[src/rtl/ppIrqPkg.sv]
package ppIrqPkg;
  typedef struct packed {
    logic svcCond;
    logic errEvt;
    logic ackEvt;
    logic dmaReady;
  } irqCondT;

  typedef struct packed {
    logic firePulse;
  } irqStrobeT;
endpackage

[src/rtl/ppIrqDatapath.sv]
module ppIrqDatapath
  import ppIrqPkg::*;
#(
  parameter int DEPTH     = 16,
  parameter int PULSE_LEN = 4,
  parameter int SYNC_LEN  = 2
) (
  input  logic                         clk,
  input  logic                         rstN,
  input  logic [$clog2(DEPTH+1)-1:0]   fifoCount,
  input  logic                         direction,
  input  logic                         dmaEn,
  input  logic                         tcStrobe,
  input  logic [$clog2(DEPTH)-1:0]     thrField,
  input  logic                         errIntrEnN,
  input  logic                         ackIntrEn,
  input  logic                         nFault,
  input  logic                         nAck,
  input  irqStrobeT                    strobe,
  output irqCondT                      cond,
  output logic                         irqOe
);
  localparam int CNT_W   = $clog2(DEPTH + 1);
  localparam int THR_W   = $clog2(DEPTH);
  localparam int PULSE_W = $clog2(PULSE_LEN + 1);
  localparam logic [CNT_W-1:0]   DEPTH_C = CNT_W'(DEPTH);
  localparam logic [PULSE_W-1:0] PULSE_C = PULSE_W'(PULSE_LEN);

  // synchronisers, index 0 = nFault, 1 = nAck
  logic [1:0] rawIn;
  logic [1:0] syncOut;
  logic [1:0] syncPrev;
  assign rawIn = {nAck, nFault};

  for (genvar g = 0; g < 2; g++) begin : gSync
    logic [SYNC_LEN-1:0] stage;
    always_ff @(posedge clk or negedge rstN) begin
      if (!rstN) begin
        stage       <= '1;
        syncPrev[g] <= 1'b1;
      end else begin
        stage       <= {stage[SYNC_LEN-2:0], rawIn[g]};
        syncPrev[g] <= stage[SYNC_LEN-1];
      end
    end
    assign syncOut[g] = stage[SYNC_LEN-1];
  end

  logic errEnPrev;
  always_ff @(posedge clk or negedge rstN) begin
    if (!rstN) errEnPrev <= 1'b0;
    else       errEnPrev <= errIntrEnN;
  end

  logic faultFall, ackRise, errEnFall;
  assign faultFall = syncPrev[0] & ~syncOut[0];
  assign ackRise   = ~syncPrev[1] & syncOut[1];
  assign errEnFall = errEnPrev & ~errIntrEnN;

  // threshold compare
  logic [CNT_W-1:0] thrVal;
  logic [CNT_W-1:0] freeCnt;
  logic             wrReady, rdReady;
  assign thrVal  = CNT_W'({1'b0, thrField}) + CNT_W'(1);
  assign freeCnt = DEPTH_C - fifoCount;
  assign wrReady = freeCnt >= thrVal;
  assign rdReady = fifoCount >= thrVal;

  always_comb begin
    cond.svcCond  = dmaEn ? tcStrobe : (direction ? rdReady : wrReady);
    cond.errEvt   = ~errIntrEnN & ~syncOut[0] & (faultFall | errEnFall);
    cond.ackEvt   = ackIntrEn & ackRise;
    cond.dmaReady = direction ? (fifoCount != '0) : (fifoCount < DEPTH_C);
  end

  // pulse stretcher
  logic [PULSE_W-1:0] pulseCnt;
  always_ff @(posedge clk or negedge rstN) begin
    if (!rstN)                pulseCnt <= '0;
    else if (strobe.firePulse) pulseCnt <= PULSE_C;
    else if (pulseCnt != '0)  pulseCnt <= pulseCnt - PULSE_W'(1);
  end
  assign irqOe = pulseCnt != '0;

  logic unusedThr;
  assign unusedThr = ^THR_W;
endmodule

[src/rtl/ppIrqControl.sv]
module ppIrqControl
  import ppIrqPkg::*;
(
  input  logic      clk,
  input  logic      rstN,
  input  logic      fifoEnable,
  input  logic      dmaEn,
  input  logic      maskWrEn,
  input  logic      maskWrData,
  input  irqCondT   cond,
  output irqStrobeT strobe,
  output logic      maskOut,
  output logic      dmaReq
);
  logic maskBit;
  logic svcFire;

  assign svcFire = fifoEnable & ~maskBit & cond.svcCond;

  always_ff @(posedge clk or negedge rstN) begin
    if (!rstN)         maskBit <= 1'b1;
    else if (svcFire)  maskBit <= 1'b1;
    else if (maskWrEn) maskBit <= maskWrData;
  end

  always_comb begin
    strobe.firePulse = svcFire | cond.errEvt | cond.ackEvt;
  end

  assign maskOut = maskBit;
  assign dmaReq  = fifoEnable & dmaEn & ~maskBit & cond.dmaReady;
endmodule

[src/rtl/ppFifoIrqCtl.sv]
module ppFifoIrqCtl
  import ppIrqPkg::*;
#(
  parameter int DEPTH     = 16,
  parameter int PULSE_LEN = 4,
  parameter int SYNC_LEN  = 2,
  localparam int CNT_W    = $clog2(DEPTH + 1),
  localparam int THR_W    = $clog2(DEPTH)
) (
  input  logic             clk,
  input  logic             rstN,
  input  logic             fifoEnable,
  input  logic [CNT_W-1:0] fifoCount,
  input  logic             direction,
  input  logic             dmaEn,
  input  logic             tcStrobe,
  input  logic [THR_W-1:0] thrField,
  input  logic             maskWrEn,
  input  logic             maskWrData,
  input  logic             errIntrEnN,
  input  logic             ackIntrEn,
  input  logic             nFault,
  input  logic             nAck,
  output logic             maskOut,
  output logic             dmaReq,
  output logic             irqOe,
  output logic             irqOut
);
  irqCondT   cond;
  irqStrobeT strobe;

  ppIrqDatapath #(.DEPTH(DEPTH), .PULSE_LEN(PULSE_LEN), .SYNC_LEN(SYNC_LEN)) uData (
    .clk(clk), .rstN(rstN), .fifoCount(fifoCount), .direction(direction),
    .dmaEn(dmaEn), .tcStrobe(tcStrobe), .thrField(thrField),
    .errIntrEnN(errIntrEnN), .ackIntrEn(ackIntrEn), .nFault(nFault), .nAck(nAck),
    .strobe(strobe), .cond(cond), .irqOe(irqOe)
  );

  ppIrqControl uCtrl (
    .clk(clk), .rstN(rstN), .fifoEnable(fifoEnable), .dmaEn(dmaEn),
    .maskWrEn(maskWrEn), .maskWrData(maskWrData), .cond(cond),
    .strobe(strobe), .maskOut(maskOut), .dmaReq(dmaReq)
  );

  assign irqOut = 1'b0;
endmodule

[config.mk]
export PLATFORM = sky130hd
export DESIGN_NAME = ppFifoIrqCtl
export DESIGN_NICKNAME = d
export VERILOG_FILES = /design/src/rtl/ppIrqPkg.sv /design/src/rtl/ppIrqDatapath.sv /design/src/rtl/ppIrqControl.sv /design/src/rtl/ppFifoIrqCtl.sv
export SDC_FILE = /design/constraint.sdc
export NUM_CORES = 1
export LEC_CHECK = 0
export BUFFER_PORTS_ARGS = -buffer_cell sky130_fd_sc_hd__buf_2
export CAP_MARGIN = 0
export CELL_PAD_IN_SITES_DETAIL_PLACEMENT = 2
export CELL_PAD_IN_SITES_GLOBAL_PLACEMENT = 2
export CORE_MARGIN = 8
export CORE_UTILIZATION = 30
export DETAILED_ROUTE_END_ITERATION = 10
export GPL_TIMING_DRIVEN = 0
export HOLD_SLACK_MARGIN = 0.12
export PLACE_DENSITY = 0.88
export SKIP_LAST_GASP = 1
export SLEW_MARGIN = 10
export SYNTH_ARGS = -nofsm -noshare
export SYNTH_HDL_FRONTEND = slang
export SYNTH_HIERARCHICAL = 1
export SYNTH_SLANG_ARGS = --single-unit
[constraint.sdc]
create_clock -name clk -period 1.8 [get_ports clk]
set_input_delay 0.09 -clock clk [delete_from_list [all_inputs] [get_ports clk]]
set_output_delay 0.09 -clock clk [all_outputs]
set_load 0.1 [all_outputs]
# Word level (Yosys, flattened, before mapping)
# Index checks and enable logic that the tools add are counted.
dict set report totals {
  reg_bits 11
  in_bits 21
  out_inout_bits 4
  wordCells 42
}
dict set report op_classes {
  add_sub_neg 3
  n_lt_le_gt_ge 3
  n_mux 7
  n_bitwise 18
  n_reduce_logical 4
}
# cell n
set ops {}
lappend ops {{$and 1x1->1} 11}
lappend ops {{$ge 5x5->1} 2}
lappend ops {{$mux 3} 2}
lappend ops {{$add 4x1->5 const B} 1}
lappend ops {{$lt 5x5->1 const B} 1}
lappend ops {{$mux 1} 5}
lappend ops {{$reduce_bool 5->1} 1}
lappend ops {{$sub 5x5->5 const A} 1}
lappend ops {{$not 1->1} 4}
lappend ops {{$reduce_bool 2->1} 2}
lappend ops {{$or 1x1->1} 3}
lappend ops {{$reduce_bool 3->1} 1}
lappend ops {{$sub 3x1->3 const B} 1}

# Depth between registers and ports, before layout
# Gate-level depths: netlist of run 1.
dict set report logic_depth {
  ltp_word 8
  ltp_mapped 14
  depth_no_buf 14
}

# Modules after synthesis
# The synthesis of run 1 kept the hierarchy.
# module n_inst cells_each area_each_um2 seq_area_each_um2
set modules_own_cells {}
lappend modules_own_cells {ppIrqDatapath 1 70 674.4 257.7}
lappend modules_own_cells {ppIrqControl 1 7 63.8 26.3}
lappend modules_own_cells {ppFifoIrqCtl 1 2 11.3 0.0}

# Worst setup path after synthesis of run 1
# Ideal clock, no wire load.
dict set report synth_path {
  path_type {input port to flip-flop}
  startpoint {input port fifoCount[0]}
  endpoint {register uData.pulseCnt[2]}
  setup_time_ps 127
  arrival_time_ps 2005
  t_required_ps 1673
  slack_ps -332
  path_stages 14
  path_buffers 0
  path_cell_list {inv_1 -> ha_1 -> nor3b_1 -> ha_1 -> inv_1 -> ha_1 -> or3_1 -> a31oi_1 -> o22ai_1 -> o41a_1 -> nand2_1 -> o21ai_0 -> a21oi_1 -> o31ai_1}
}
# item line
set synth_lines {}
lappend synth_lines {{start: declaration} ppFifoIrqCtl.sv:13} ;# input logic [CNT_W-1:0] fifoCount,
lappend synth_lines {{end signal: assignment} ppIrqDatapath.sv:81} ;# else if (pulseCnt != '0) pulseCnt <= pulseCnt - PULSE_W'(1);
lappend synth_lines {{end: declaration} ppIrqDatapath.sv:77} ;# logic [PULSE_W-1:0] pulseCnt;

==> results.yml, run 1 <==
status:
  status: "finished, violations left"
  violations: "setup timing"
logic_synthesis:
  yosysWarningCount: 6
  async_flop_share_pct: 100
  synthTopCellsByCount: "inv_1 (12), ha_1 (11), dfstp_2 (7), nor2_1 (7), a21oi_1 (6)"
  syn_area_um2: 749
  synth-seq-area-share_pct: 37.9
  synth-edff-count: 0
  synthCells: 79
  synth_cell_types: 28
  synth-seq-cells: 11
  synth_nets: 111
  synth.most_common_cell: "inv_1"
  synth.top_cell.area_share_pct: 24.5
  synthTopCellsByArea: "dfstp_2 (25%), ha_1 (18%), dfrtp_1 (13%), inv_1 (6.0%), a21oi_1 (4.0%)"
  yosysTopAreaCell: "dfstp_2"
  syn_avg_cell_area_um2: 9.49
  synth_ff_type: "dfstp_2"
critical_path:
  worstSetupEndpointType: "flip-flop"
  crit_cells: 15
  crit_arrival_ns: 2.11
  cp_max_fo: 3
  endpoint: "uData/pulseCnt[2]"
  crit_start: "fifoCount[1]"
  critPathMaxStageDelay_ns: 0.32
  critPathTopFamily: "compound AO/OA/AOI/OAI gates"
  cp-start-kind: "primary input"
  r2r_cells: 3
  cpMostUsedCell: "ha_4"
  path_cells: "buf_12 -> inv_12 -> ha_4 -> nor3b_4 -> ha_1 -> inv_2 -> ha_4 -> or3_4 -> a31oi_1 -> o22ai_1 -> o41a_1 -> nand2_2 -> o21ai_4 -> a21oi_2 -> o31ai_1"
  r2r_start: "uCtrl/maskOut"
  path_buf_inv: 3
  worstPathRequired_ns: 1.96
  reg2reg_slack_ns: 0.41
  slowest_stage: "or3_4"
  worstReg2RegEnd: "uCtrl/maskOut"
  critPathKind: "primary input to flip-flop"
sta:
  fmax_mhz: 514
  period_minus_slack_ns: 1.95
  setup_slack_ns: -0.147
  period_share_pct: 108
  setup_viol: 2
  rsz0062_at_grt: "true"
  final_hold_viol_count: 0
  timing.setup.tns_ns: -0.231
  maxSlewViolCount: 0
  skew_ns: 0.0103
floorplanning:
  core_um2: 2430
  die_x_um: 66.0
  dieArea_um2: 4350
  io_pins: 25
  start_util_pct: 30.8
  fp.dieH_um: 66.0
  placementRows: 18
clock_tree:
  cts_htree_levels: 1
  clkSlewWorstSetupHoldPaths_ns: 0.08
  clockBufferDepth: 2
  cts_buffers: 3
  clk_latency_ns: 0.27
  root_buffer: "clkbuf_4"
  cts_tree: "done"
  cts.sinks: 11
power_and_ir_drop:
  p_clk_share_pct: 17.7
  pwr-share-seq_pct: 33.7
  p_per_area_nw_per_um2: 862
  p_int_w: 0.000561
  peakVddDrop_uv: 448
  switching_share_pct: 43.5
  combPwrFrac_pct: 48.7
  p_switching_w: 0.000432
  p_leak_nw: 0.540
place:
  dpl.hpwl_um: 1860
  dp_cells: 132
  pre_cts_ws_ns: -0.538
  place.gp.congestion: 0.686
  port_buffers: 23
final_layout:
  drive_gt1_share_pct: 45.3
  fin_cells: 147
  nets: 150
  areaGrowthSynthToFinish_pct: 53.6
  antenna_cells: 0
detailed_routing:
  dr.first_iter.drc_count: 6
  first_pass_iters: 4
  vias: 700
  viasPerCell: 4.76
  drt-total-wl_um: 2660
  ant_nets: 0
  wl_per_cell_um: 18.1
  drc: 0
grt:
  grt_max_degree: 12
  grtUsageTotal_pct: 12.7
  grt_pass1_vias: 872
  overflow: 0
  antenna_found_initial: 0
  grt_first_pass_wirelength_um: 4290
job:
  maxCapViolCount: 0
hold_path:
  hold_class: "primary input to async pin"
## metal layers
metal / vias up / wire, um / GRT usage (%)
met5: - / 0 / 0
met4: 0 / 36 / 3.47
met3: 4 / 154 / 3.56
met2: 15 / 1530 / 24.5
met1: 340 / 946 / 12.9
li1: 341 / - / -
## kinds of logic after synthesis
group                      after synthesis  synth area share, %
AOI/OAI and AO/OA                       15                 12.4
other                                    1                0.500
xor gates and xnor gates                 5                 5.84
adders and majority gates               13                 21.0
muxes                                    1                 1.34
DFF                                     11                 37.9
and+or+nand+nor                         20                 14.0
buffers and inverters                   13                 7.01
## placed cells by master, fill, tap and decap left out, types with 2 or more instances in the layout
master          n
clkbuf_4        3
buf_4           6
nor2_1          7
nand3_1         2
ha_4            2
dlygate4sd3_1   7
ha_1            9
inv_1           9
dfrtp_1         4
buf_2          20
nand2_1         2
dfstp_2         7
a21oi_2         2
nand2b_1        3
xnor2_1         2
a21oi_1         4
xor2_1          3
## state kept, by name, summed over array words and instances (netlist names)
signal	cells
uData/gSync.stage	4
uData/syncPrev	2
uData/pulseCnt	3
uCtrl/maskOut	1
uData/errEnPrev	1
## worst min-delay path by stage
stage	start	to	slack, ns
global placement	rstN	uData/errEnPrev	-0.04
CTS	rstN	uData/errEnPrev	0.21
global route	rstN	uData/errEnPrev	0.23
floorplan	rstN	uData/errEnPrev	-0.21
detailed placement	rstN	uData/errEnPrev	-0.03
finish	rstN	uData/errEnPrev	0.21
## through the flow
step | util, % | hold WS [ns] | total power [W] | instance area, um2
after detailed placement | 39.1 | -0.0277 | 0.000733 | 952
after floorplan | - | -0.206 | 0.000618 | 800
after global placement | 39.1 | -0.0421 | 0.000695 | 952
final | 47.3 | 0.207 | 0.000993 | 1150
after CTS | 46.3 | 0.215 | 0.000973 | 1130
after global routing | 47.3 | 0.227 | 0.00106 | 1150
## worst register-to-register path, cell delays in order, from the launching register on
cell	delay, ns
dfstp_2	0.59
mux2i_1	0.08
dlygate4sd3_1	0.56
o21ai_0	0.09
## power by group through the flow
stage                     clock network [W]  logic (W)  registers (W)
final                              0.000175   0.000483       0.000334
after global routing               0.000194   0.000520       0.000342
after CTS                          0.000175   0.000463       0.000334
after detailed placement                  0   0.000400       0.000333
after global placement                    0   0.000368       0.000328
after floorplan                           0   0.000268       0.000350
## layout make-up
type / count / area (um2)
timing repair buffer: 34 / 243
buffer: 1 / 7.51
inverter: 12 / 65.1
tap: 30 / 37.5
clock buffer: 4 / 26.3
sequential: 11 / 284
multi-input combinational: 55 / 488
fill: 252 / 1280
## what timing repair did
action,in CTS,in global routing
endpoints found under the hold margin,15,0
buffers inserted,2,2
setup endpoints to repair,5,3
pin swaps,6,5
resized for setup,16,2
hold buffers,7,0
No activity file was read; power rests on OpenSTA's default activity.
==> run 2: changes to the inputs <==
BUFFER_PORTS_ARGS = -buffer_cell sky130_fd_sc_hd__buf_4   (was -buffer_cell sky130_fd_sc_hd__buf_2)
==> run 2 against run 1 <==
The run still ends with setup timing left. Combinational power is 7.0% higher. Sequential share of layout area decreased by 0.63 points. Highest routed layer is now met3. Worst setup slack better by 0.041 ns. Sequential power hardly changed. Critical path depth is the same. Final cell count did not move. First-iteration DRC count is the same. Worst hold slack lost 0.070 ns.
==> results.yml, run 2 (synthesis gave the netlist of run 1 again) <==
job:
  maxCapViolCount: 0
place:
  place.gp.congestion: 0.718
  port_buffers: 23
  dpl.hpwl_um: 1950
  dp_cells: 132
  pre_cts_ws_ns: -0.516
power_and_ir_drop:
  pwr-share-seq_pct: 32.6
  combPwrFrac_pct: 50.5
  p_int_w: 0.000587
  p_switching_w: 0.000436
  p_clk_share_pct: 16.9
  p_per_area_nw_per_um2: 866
  switching_share_pct: 42.6
  p_leak_nw: 0.557
  peakVddDrop_uv: 627
floorplanning:
  fp.dieH_um: 66.0
  dieArea_um2: 4350
  start_util_pct: 30.8
  die_x_um: 66.0
  core_um2: 2430
  placementRows: 18
  io_pins: 25
final_layout:
  drive_gt1_share_pct: 43.6
  fill_cells: 278
  multi_input_area_um2: 470
  fin_util_pct: 48.6
  areaGrowthSynthToFinish_pct: 57.6
  final_common_cell: "buf_4"
  top_regs: "uData/gSync.stage x4, uData/pulseCnt x3, uData/syncPrev x2"
  fin_cells: 147
  nets: 150
  top_register: "uData/gSync.stage"
  seqCellArea_um2: 284
  antenna_cells: 0
  largest_register_ffs: 4
  final_cell_mix: "buf_4 (27), inv_1 (10), ha_1 (9)"
grt:
  overflow: 0
  grt_first_pass_wirelength_um: 3780
  antenna_found_initial: 0
  grt_max_degree: 12
  grt_pass1_vias: 821
  grtUsageTotal_pct: 11.1
detailed_routing:
  first_pass_iters: 4
  wl_per_cell_um: 16.6
  dr.first_iter.drc_count: 6
  drt-total-wl_um: 2450
  vias: 700
  viasPerCell: 4.76
  ant_nets: 0
  drc: 0
clock_tree:
  clk_latency_ns: 0.27
  clockBufferDepth: 2
  cts_htree_levels: 1
  cts_buffers: 3
  cts_tree: "done"
  root_buffer: "clkbuf_4"
  cts.sinks: 11
  clkSlewWorstSetupHoldPaths_ns: 0.07
status:
  violations: "setup timing"
  status: "finished, violations left"
sta:
  period_share_pct: 106
  hold_ws_ns: 0.137
  setup_viol: 3
  period_minus_slack_ns: 1.91
  setup_slack_ns: -0.106
  rsz0062_at_grt: "true"
  maxSlewViolCount: 0
  fmax_mhz: 525
  timing.setup.tns_ns: -0.228
  final_hold_viol_count: 0
  skew_ns: 0.000837
critical_path:
  cp_max_fo: 3
  slowest_stage: "or3_1"
  critPathTopFamily: "compound AO/OA/AOI/OAI gates"
  crit_arrival_ns: 2.06
  critPathMaxStageDelay_ns: 0.30
  worstPathRequired_ns: 1.95
  critPathKind: "primary input to flip-flop"
  cp-start-kind: "primary input"
  path_buf_inv: 3
  path_cells: "buf_12 -> inv_12 -> ha_4 -> nor3b_4 -> ha_1 -> inv_1 -> ha_2 -> or3_1 -> a31oi_1 -> o22ai_1 -> o41a_1 -> nand2_2 -> o21ai_4 -> a21oi_2 -> o31ai_1"
  worstSetupEndpointType: "flip-flop"
hold_path:
  hold_class: "primary input to flip-flop"
[run 2: changes by cell type in the layout (fill, tap and decap cells not counted), sizes merged]
cell,change
buf,+1
dlygate4sd3,-1
[run 2: worst paths after layout]
path	start	end	slack (ns)	cells after the start
max	fifoCount[1]	uData/pulseCnt[2]	-0.11	15
min	fifoEnable	uCtrl/maskOut	0.14	3
max reg2reg	uCtrl/maskOut	uCtrl/maskOut	0.38	3
min reg2reg	uData/gSync[0].stage[0]	uData/gSync[0].stage[1]	0.37	0
max in group asynchronous	rstN	uCtrl/maskOut	1.40	2
min in group asynchronous	rstN	uData/pulseCnt[1]	0.18	2
[run 2: power by group through the flow]
stage | Sequential, W | Clock [W] | Combinational, W
after floorplan | 0.000350 | 0 | 0.000268
after global placement | 0.000328 | 0 | 0.000389
after detailed placement | 0.000334 | 0 | 0.000430
after CTS | 0.000333 | 0.000179 | 0.000463
after global routing | 0.000338 | 0.000192 | 0.000552
final | 0.000334 | 0.000172 | 0.000517
[run 2: repair_timing]
action / 4_1_cts / 5_1_grt
pin swaps: 4 / 5
endpoints found under the setup margin: 3 / 3
hold endpoints to repair: 15 / 0
hold buffers: 6 / 0
buffers inserted: 1 / 4
resized for setup: 7 / 5
[run 2: per-layer routing]
metal / wire, um / vias up / track usage (%) / share of wire, %
met3: 111 / 0 / 3.22 / 4.5
li1: - / 341 / - / -
met4: 0 / 0 / 1.60 / 0
met1: 936 / 342 / 10.7 / 38
met2: 1400 / 17 / 22.5 / 57
met5: 0 / - / 0 / 0
[run 2: cell type report]
| type | count | area share (%) |
|---|---|---|
| Tap cell | 30 | 3.18 |
| Inverter | 12 | 5.51 |
| Multi-Input combinational cell | 55 | 39.8 |
| Buffer | 1 | 0.636 |
| Clock buffer | 4 | 2.22 |
| Timing Repair Buffer | 34 | 24.6 |
| Sequential cell | 11 | 24.0 |
[run 2: stage by stage]
step	total power [W]	instance area [um2]
2_1_floorplan	0.000618	800
3_3_place_gp	0.000716	1010
3_5_place_dp	0.000764	1010
4_1_cts	0.000974	1130
5_1_grt	0.00108	1180
6_report	0.00102	1180
[run 2: worst reg2reg max path, delay by kind of cell (launching register included)]
family | cells | cell delay (ns)
buffers and inverters | 1 | 0.55
AOI/OAI and AO/OA | 1 | 0.10
muxes | 1 | 0.09
DFF | 1 | 0.59
